`src/rtl/rdp_pkg.sv`:
```
package rdp_pkg;
  typedef logic [1:0] ctr2_t;

  localparam ctr2_t WEAK_NT = 2'b01;

  // saturating step of a 2-bit counter toward up (1) or down (0)
  function automatic ctr2_t ctr_step(ctr2_t c, logic up);
    ctr2_t n;
    if (up) n = (c == 2'b11) ? c : c + 2'b01;
    else    n = (c == 2'b00) ? c : c - 2'b01;
    return n;
  endfunction
endpackage

```
`src/rtl/rdp_prescaler.sv`:
```
module rdp_prescaler #(
  parameter int CNT_W = 12
) (
  input  logic             clk,
  input  logic             rst_n,
  input  logic [CNT_W-1:0] period_m1,
  output logic             tick
);
  logic [CNT_W-1:0] cnt_q;

  // comparison with >= so that a shrinking period never wraps the counter
  assign tick = (cnt_q >= period_m1);

  always_ff @(posedge clk or negedge rst_n) begin
    if (!rst_n)    cnt_q <= '0;
    else if (tick) cnt_q <= '0;
    else           cnt_q <= cnt_q + 1'b1;
  end
endmodule

```
`src/rtl/rdp_row_decay.sv`:
```
module rdp_row_decay (
  input  logic clk,
  input  logic rst_n,
  input  logic tick,
  input  logic touch,
  output logic active,
  output logic woken
);
  logic [1:0] idle_q;
  logic       act_q;

  assign active = act_q;
  assign woken  = touch & ~act_q;

  always_ff @(posedge clk or negedge rst_n) begin
    if (!rst_n) begin
      idle_q <= 2'b11;
      act_q  <= 1'b0;
    end else if (touch) begin
      idle_q <= 2'b00;
      act_q  <= 1'b1;
    end else if (tick && act_q) begin
      idle_q <= idle_q + 2'b01;
      if (idle_q == 2'b10) act_q <= 1'b0;
    end
  end
endmodule

```
`src/rtl/rdp_table.sv`:
```
module rdp_table
  import rdp_pkg::*;
#(
  parameter int IDX_W = 6,
  localparam int ROW_W = (IDX_W + 1) / 2,
  localparam int ROWS  = 1 << ROW_W
) (
  input  logic             clk,
  input  logic             rst_n,
  input  logic             tick,
  input  logic             upd_access,
  input  logic [IDX_W-1:0] upd_idx,
  input  logic             upd_write,
  input  logic             upd_up,
  output ctr2_t            upd_cur,
  input  logic             pred_access,
  input  logic [IDX_W-1:0] pred_idx,
  output ctr2_t            pred_ctr,
  output logic             pred_act,
  output logic [ROWS-1:0]  row_act
);
  localparam int COL_W   = IDX_W - ROW_W;
  localparam int ENTRIES = 1 << IDX_W;

  ctr2_t            mem [ENTRIES];
  logic [ROWS-1:0]  touch;
  logic [ROWS-1:0]  woken;
  logic [ROW_W-1:0] urow;
  logic [ROW_W-1:0] prow;
  ctr2_t            upd_new;
  ctr2_t            pred_base;

  assign urow = upd_idx[IDX_W-1 -: ROW_W];
  assign prow = pred_idx[IDX_W-1 -: ROW_W];

  always_comb begin
    for (int r = 0; r < ROWS; r++) begin
      touch[r] = (upd_access && urow == ROW_W'(r)) ||
                 (pred_access && prow == ROW_W'(r));
    end
  end

  for (genvar r = 0; r < ROWS; r++) begin : g_row
    rdp_row_decay u_decay (
      .clk    (clk),
      .rst_n  (rst_n),
      .tick   (tick),
      .touch  (touch[r]),
      .active (row_act[r]),
      .woken  (woken[r])
    );
  end

  // value seen by the update: a dead row reads as freshly reloaded
  assign upd_cur = row_act[urow] ? mem[upd_idx] : WEAK_NT;
  assign upd_new = ctr_step(upd_cur, upd_up);

  // predict read forwards the same-edge update
  assign pred_base = row_act[prow] ? mem[pred_idx] : WEAK_NT;
  assign pred_act  = row_act[prow] | (upd_access && urow == prow);
  assign pred_ctr  = (upd_write && upd_idx == pred_idx) ? upd_new : pred_base;

  always_ff @(posedge clk or negedge rst_n) begin
    if (!rst_n) begin
      for (int e = 0; e < ENTRIES; e++) mem[e] <= WEAK_NT;
    end else begin
      for (int e = 0; e < ENTRIES; e++) begin
        if (woken[e >> COL_W]) mem[e] <= WEAK_NT;
        if (upd_write && upd_idx == IDX_W'(e)) mem[e] <= upd_new;
      end
    end
  end
endmodule

```
`src/rtl/rdp_select.sv`:
```
module rdp_select (
  input  logic bim_act,
  input  logic bim_dir,
  input  logic gsh_act,
  input  logic gsh_dir,
  input  logic pref_gsh,
  output logic taken
);
  logic use_gsh;

  assign use_gsh = gsh_act & (pref_gsh | ~bim_act);
  assign taken   = use_gsh ? gsh_dir : (bim_act & bim_dir);
endmodule

```
`src/rtl/row_decay_predictor.sv`:
```
module row_decay_predictor
  import rdp_pkg::*;
#(
  parameter int PC_W    = 32,
  parameter int IDX_W   = 6,
  parameter int PC_LSB  = 2,
  parameter int PRESC_W = 12,
  localparam int ROW_W  = (IDX_W + 1) / 2,
  localparam int ROWS   = 1 << ROW_W
) (
  input  logic               clk,
  input  logic               rst_n,
  input  logic [PRESC_W-1:0] decay_interval,
  input  logic               pred_valid,
  output logic               pred_ready,
  input  logic [PC_W-1:0]    pred_pc,
  output logic               resp_valid,
  input  logic               resp_ready,
  output logic               resp_taken,
  output logic [IDX_W-1:0]   resp_hist,
  input  logic               upd_valid,
  output logic               upd_ready,
  input  logic [PC_W-1:0]    upd_pc,
  input  logic               upd_taken,
  input  logic [IDX_W-1:0]   upd_hist,
  output logic [ROWS-1:0]    bim_row_active,
  output logic [ROWS-1:0]    gsh_row_active,
  output logic [ROWS-1:0]    cho_row_active
);
  logic             dec_tick;
  logic             pred_fire;
  logic             upd_fire;
  logic [IDX_W-1:0] ghr_q;
  logic [IDX_W-1:0] ghr_eff;
  logic [IDX_W-1:0] p_idx, u_idx, p_gidx, u_gidx;
  ctr2_t            b_ucur, g_ucur, c_ucur;
  ctr2_t            b_pctr, g_pctr, c_pctr;
  logic             b_pact, g_pact, c_pact;
  logic             b_ok, g_ok;
  logic             pick_taken;
  logic             resp_v_q, resp_t_q;
  logic [IDX_W-1:0] resp_h_q;

  assign upd_ready  = 1'b1;
  assign upd_fire   = upd_valid;
  assign pred_ready = ~resp_v_q | resp_ready;
  assign pred_fire  = pred_valid & pred_ready;

  assign p_idx  = pred_pc[PC_LSB +: IDX_W];
  assign u_idx  = upd_pc[PC_LSB +: IDX_W];
  assign ghr_eff = upd_fire ? {ghr_q[IDX_W-2:0], upd_taken} : ghr_q;
  assign p_gidx = p_idx ^ ghr_eff;
  assign u_gidx = u_idx ^ upd_hist;

  wire unused_bits = ^{pred_pc, upd_pc, b_ucur[0], g_ucur[0], c_ucur,
                       b_pctr[0], g_pctr[0], c_pctr[0], c_pact};

  rdp_prescaler #(.CNT_W(PRESC_W)) u_presc (
    .clk       (clk),
    .rst_n     (rst_n),
    .period_m1 (decay_interval),
    .tick      (dec_tick)
  );

  assign b_ok = (b_ucur[1] == upd_taken);
  assign g_ok = (g_ucur[1] == upd_taken);

  rdp_table #(.IDX_W(IDX_W)) u_bim (
    .clk (clk), .rst_n (rst_n), .tick (dec_tick),
    .upd_access (upd_fire), .upd_idx (u_idx), .upd_write (upd_fire),
    .upd_up (upd_taken), .upd_cur (b_ucur),
    .pred_access (pred_fire), .pred_idx (p_idx),
    .pred_ctr (b_pctr), .pred_act (b_pact), .row_act (bim_row_active)
  );

  rdp_table #(.IDX_W(IDX_W)) u_gsh (
    .clk (clk), .rst_n (rst_n), .tick (dec_tick),
    .upd_access (upd_fire), .upd_idx (u_gidx), .upd_write (upd_fire),
    .upd_up (upd_taken), .upd_cur (g_ucur),
    .pred_access (pred_fire), .pred_idx (p_gidx),
    .pred_ctr (g_pctr), .pred_act (g_pact), .row_act (gsh_row_active)
  );

  rdp_table #(.IDX_W(IDX_W)) u_cho (
    .clk (clk), .rst_n (rst_n), .tick (dec_tick),
    .upd_access (upd_fire), .upd_idx (u_idx),
    .upd_write (upd_fire & (b_ok ^ g_ok)),
    .upd_up (g_ok), .upd_cur (c_ucur),
    .pred_access (pred_fire), .pred_idx (p_idx),
    .pred_ctr (c_pctr), .pred_act (c_pact), .row_act (cho_row_active)
  );

  rdp_select u_sel (
    .bim_act  (b_pact),
    .bim_dir  (b_pctr[1]),
    .gsh_act  (g_pact),
    .gsh_dir  (g_pctr[1]),
    .pref_gsh (c_pctr[1]),
    .taken    (pick_taken)
  );

  always_ff @(posedge clk or negedge rst_n) begin
    if (!rst_n)        ghr_q <= '0;
    else if (upd_fire) ghr_q <= ghr_eff;
  end

  always_ff @(posedge clk or negedge rst_n) begin
    if (!rst_n) begin
      resp_v_q <= 1'b0;
      resp_t_q <= 1'b0;
      resp_h_q <= '0;
    end else if (pred_fire) begin
      resp_v_q <= 1'b1;
      resp_t_q <= pick_taken;
      resp_h_q <= ghr_eff;
    end else if (resp_ready) begin
      resp_v_q <= 1'b0;
    end
  end

  assign resp_valid = resp_v_q;
  assign resp_taken = resp_t_q;
  assign resp_hist  = resp_h_q;
endmodule

```
`config.mk`:
```
export PLATFORM = sky130hd
export DESIGN_NAME = row_decay_predictor
export DESIGN_NICKNAME = d
export VERILOG_FILES = /design/src/rtl/rdp_pkg.sv /design/src/rtl/rdp_prescaler.sv /design/src/rtl/rdp_row_decay.sv /design/src/rtl/rdp_table.sv /design/src/rtl/rdp_select.sv /design/src/rtl/row_decay_predictor.sv
export SDC_FILE = /design/constraint.sdc
export NUM_CORES = 1
export LEC_CHECK = 0
export CORE_MARGIN = 2
export CORE_UTILIZATION = 45
export CTS_CLUSTER_DIAMETER = 50
export DETAILED_ROUTE_END_ITERATION = 10
export DONT_BUFFER_PORTS = 1
export SYNTH_ARGS = -nofsm -noshare
export SYNTH_HDL_FRONTEND = slang
export SYNTH_HIERARCHICAL = 1
export SYNTH_SLANG_ARGS = --single-unit
```
`constraint.sdc`:
```
create_clock -name clk -period 4.2 [get_ports clk]
set_input_delay 0.84 -clock clk [delete_from_list [all_inputs] [get_ports clk]]
set_output_delay 0.84 -clock clk [all_outputs]
set_load 0.05 [all_outputs]
```
==> results.md <==
* Routability cong. at 0.877
* CTS root buf: clkbuf_16
* Final ANT Viol Nets at 0
* Initial antenna violation count at 0
* Die area at 67700 sq um
* Max-slew violations at 216
* Layout Cells excl Fill at 3737
* Synth-to-layout area growth at 12.4%
* Worst EP arrival at 4.55 ns
* Fmax at 247 MHz
* Core Area at 64700 sq um
* Fin crit period at 4.05 ns
* Final hold vios at 0
* Cells after DPL at 3602
* Total track usage at 25.2%
* Share of post-route cells with drive strength above 1 at 31.0%
* Commonest non-fill, non-tap cells in the layout: nor2_1, nand2_1, dfrtp_1, dfstp_2, nand3b_1
* # IOs at 122
* H-Tree Depth at 3
* CTS Buf Count at 71
* Largest net degree at the start of global routing at 483
* # DRC at 0
* Violations in the final reports: max-slew violations
* Global route overflow at 0
* Lkg Pwr at 13.3 nW
* 1st-iter DRT viols at 2371
* Startpoint Class: primary input
* Overall routed net length at 86100 um
* N_diodes at 0
* Max_slew headroom at -38.7%
* Cell Rows at 93
* Max-cap violations at 0
* Mapped Avg Cell Area at 10.5 sq um
* Post-CTS Setup Bufs at 0
* Hpwl dp at 56100 um
* Commonest non-fill, non-tap cell in the layout: nor2_1
* Nets@finish at 2948
* Ys Warns at 6
* Status: finished with violations
* Clock Skews at 0.0381 ns
* Final setup fails at 0
* Maximum clock path buffer count at 3
* Worst slew pin tran at 2.08 ns
* Mapped Cells at 2811
* Fill cells at 5728
* Hold slack at 0.105 ns
* RSZ-0062 raised after global routing: no
* Die extent in y at 260 um
* Vias in the first global route at 23100
* Worst setup EP type: flip-flop
* Drt pass-1 iters at 6
* Min-Delay Path Class: primary input to async pin
* Syn Nets at 2936
* Cell Area, Synth at 29600 sq um
* Starting Density at 45.7%
* WL/cell at 23.1 um
* Via count at 22800
* Worst Path Required at 4.70 ns
* Clock Latency Late Sink at 0.61 ns
* CTS tree: yes
* I/O Buffers at 0
* Worst-path clk slew at 0.06 ns
* Crit-path max FO at 89
* Worst VDD drop at 229 uV
* Clock Sinks at 482
* PD cells at 561 nW/um^2
* Setup Crit Path Kind: primary input to flip-flop
* Tcrit/Tclk final at 96.4%
* Die W at 260 um
* First-pass GRT wire length at 134000 um
* Drt via density at 6.11
registers in the layout, summed over array words and instances, names as in the netlist, 6 cells and up:
name,count
u_cho/mem,128
u_gsh/mem,128
u_presc/cnt_q,12
u_cho/g_row.u_decay/active,8
u_bim/g_row.u_decay/idle_q,16
ghr_q,6
u_bim/g_row.u_decay/active,8
u_cho/g_row.u_decay/idle_q,16
u_gsh/g_row.u_decay/active,8
resp_hist,6
u_bim/mem,128
u_gsh/g_row.u_decay/idle_q,16
metal layers:
layer	share of wire (%)	GRT usage [%]
met4	2.7	8.51
met5	0	0
met3	7.1	4.48
met1	42	33.8
met2	48	41.5
worst max-delay path, cell delays in order:
cell and delay, ns:
xor2_4 0.52, mux4_1 0.65, mux4_2 0.52, mux2i_1 0.22, and2_1 0.20, nor3_2 0.09, xor2_1 0.17, and2_2 0.18
buf_4 0.13, nand2_1 0.08, nor2_1 0.26, buf_4 0.24, nand2_1 0.14, nand3b_1 0.21, o21ai_2 0.07
cell type report:
type | instances | area, sq um | share of cell area [%]
clock buffer | 98 | 2060 | 6.21
clock inverter | 34 | 382 | 1.15
sequential | 482 | 12400 | 37.2
timing repair buffer | 133 | 1230 | 3.70
inverter | 60 | 225 | 0.678
multi-input combinational | 2075 | 15900 | 47.8
tap | 855 | 1070 | 3.22
path summary, 6_finish.rpt:
kind	start	endpoint	slack, ns	cells after the start
max	upd_pc[3]	u_cho/mem[31]$_DFFE_PN0P_	0.15	15
min in group clk	pred_valid	resp_valid$_DFFE_PN0P_	0.36	1
max reg2reg	u_bim/mem[89]$_DFFE_PN0P_	u_cho/mem[31]$_DFFE_PN0P_	0.62	14
min	rst_n	ghr_q[3]$_DFFE_PN0P_	0.11	0
min reg2reg	u_presc/cnt_q[0]$_DFF_PN0_	u_presc/cnt_q[0]$_DFF_PN0_	0.53	1
max in group asynchronous	rst_n	u_cho/mem[73]$_DFFE_PN0P_	2.64	0
power by group:
group          switching [mW]  internal (mW)
combinational            2.51           2.50
clock                    2.32           3.79
sequential              0.978           6.54
metrics by stage:
stage	utilization, %	total power [mW]	cell area (sq um)	setup slack, ns	TNS [ns]
after floorplan	-	11.3	29600	0.113	0
after global placement	47.5	12.3	30700	-0.430	-48.81
after detailed placement	47.5	12.5	30700	-0.447	-52.80
after CTS	51.2	18.7	33200	0.184	0
after global routing	51.4	19.6	33200	0.00441	0
final	51.4	18.6	33200	0.152	0
timing repair:
item | 4_1_cts | 5_1_grt
endpoints found under the setup margin | 0 | 54
hold endpoints to repair | 229 | 60
resized for setup | 0 | 1
Note: power is estimated with default switching activity, not from simulation.
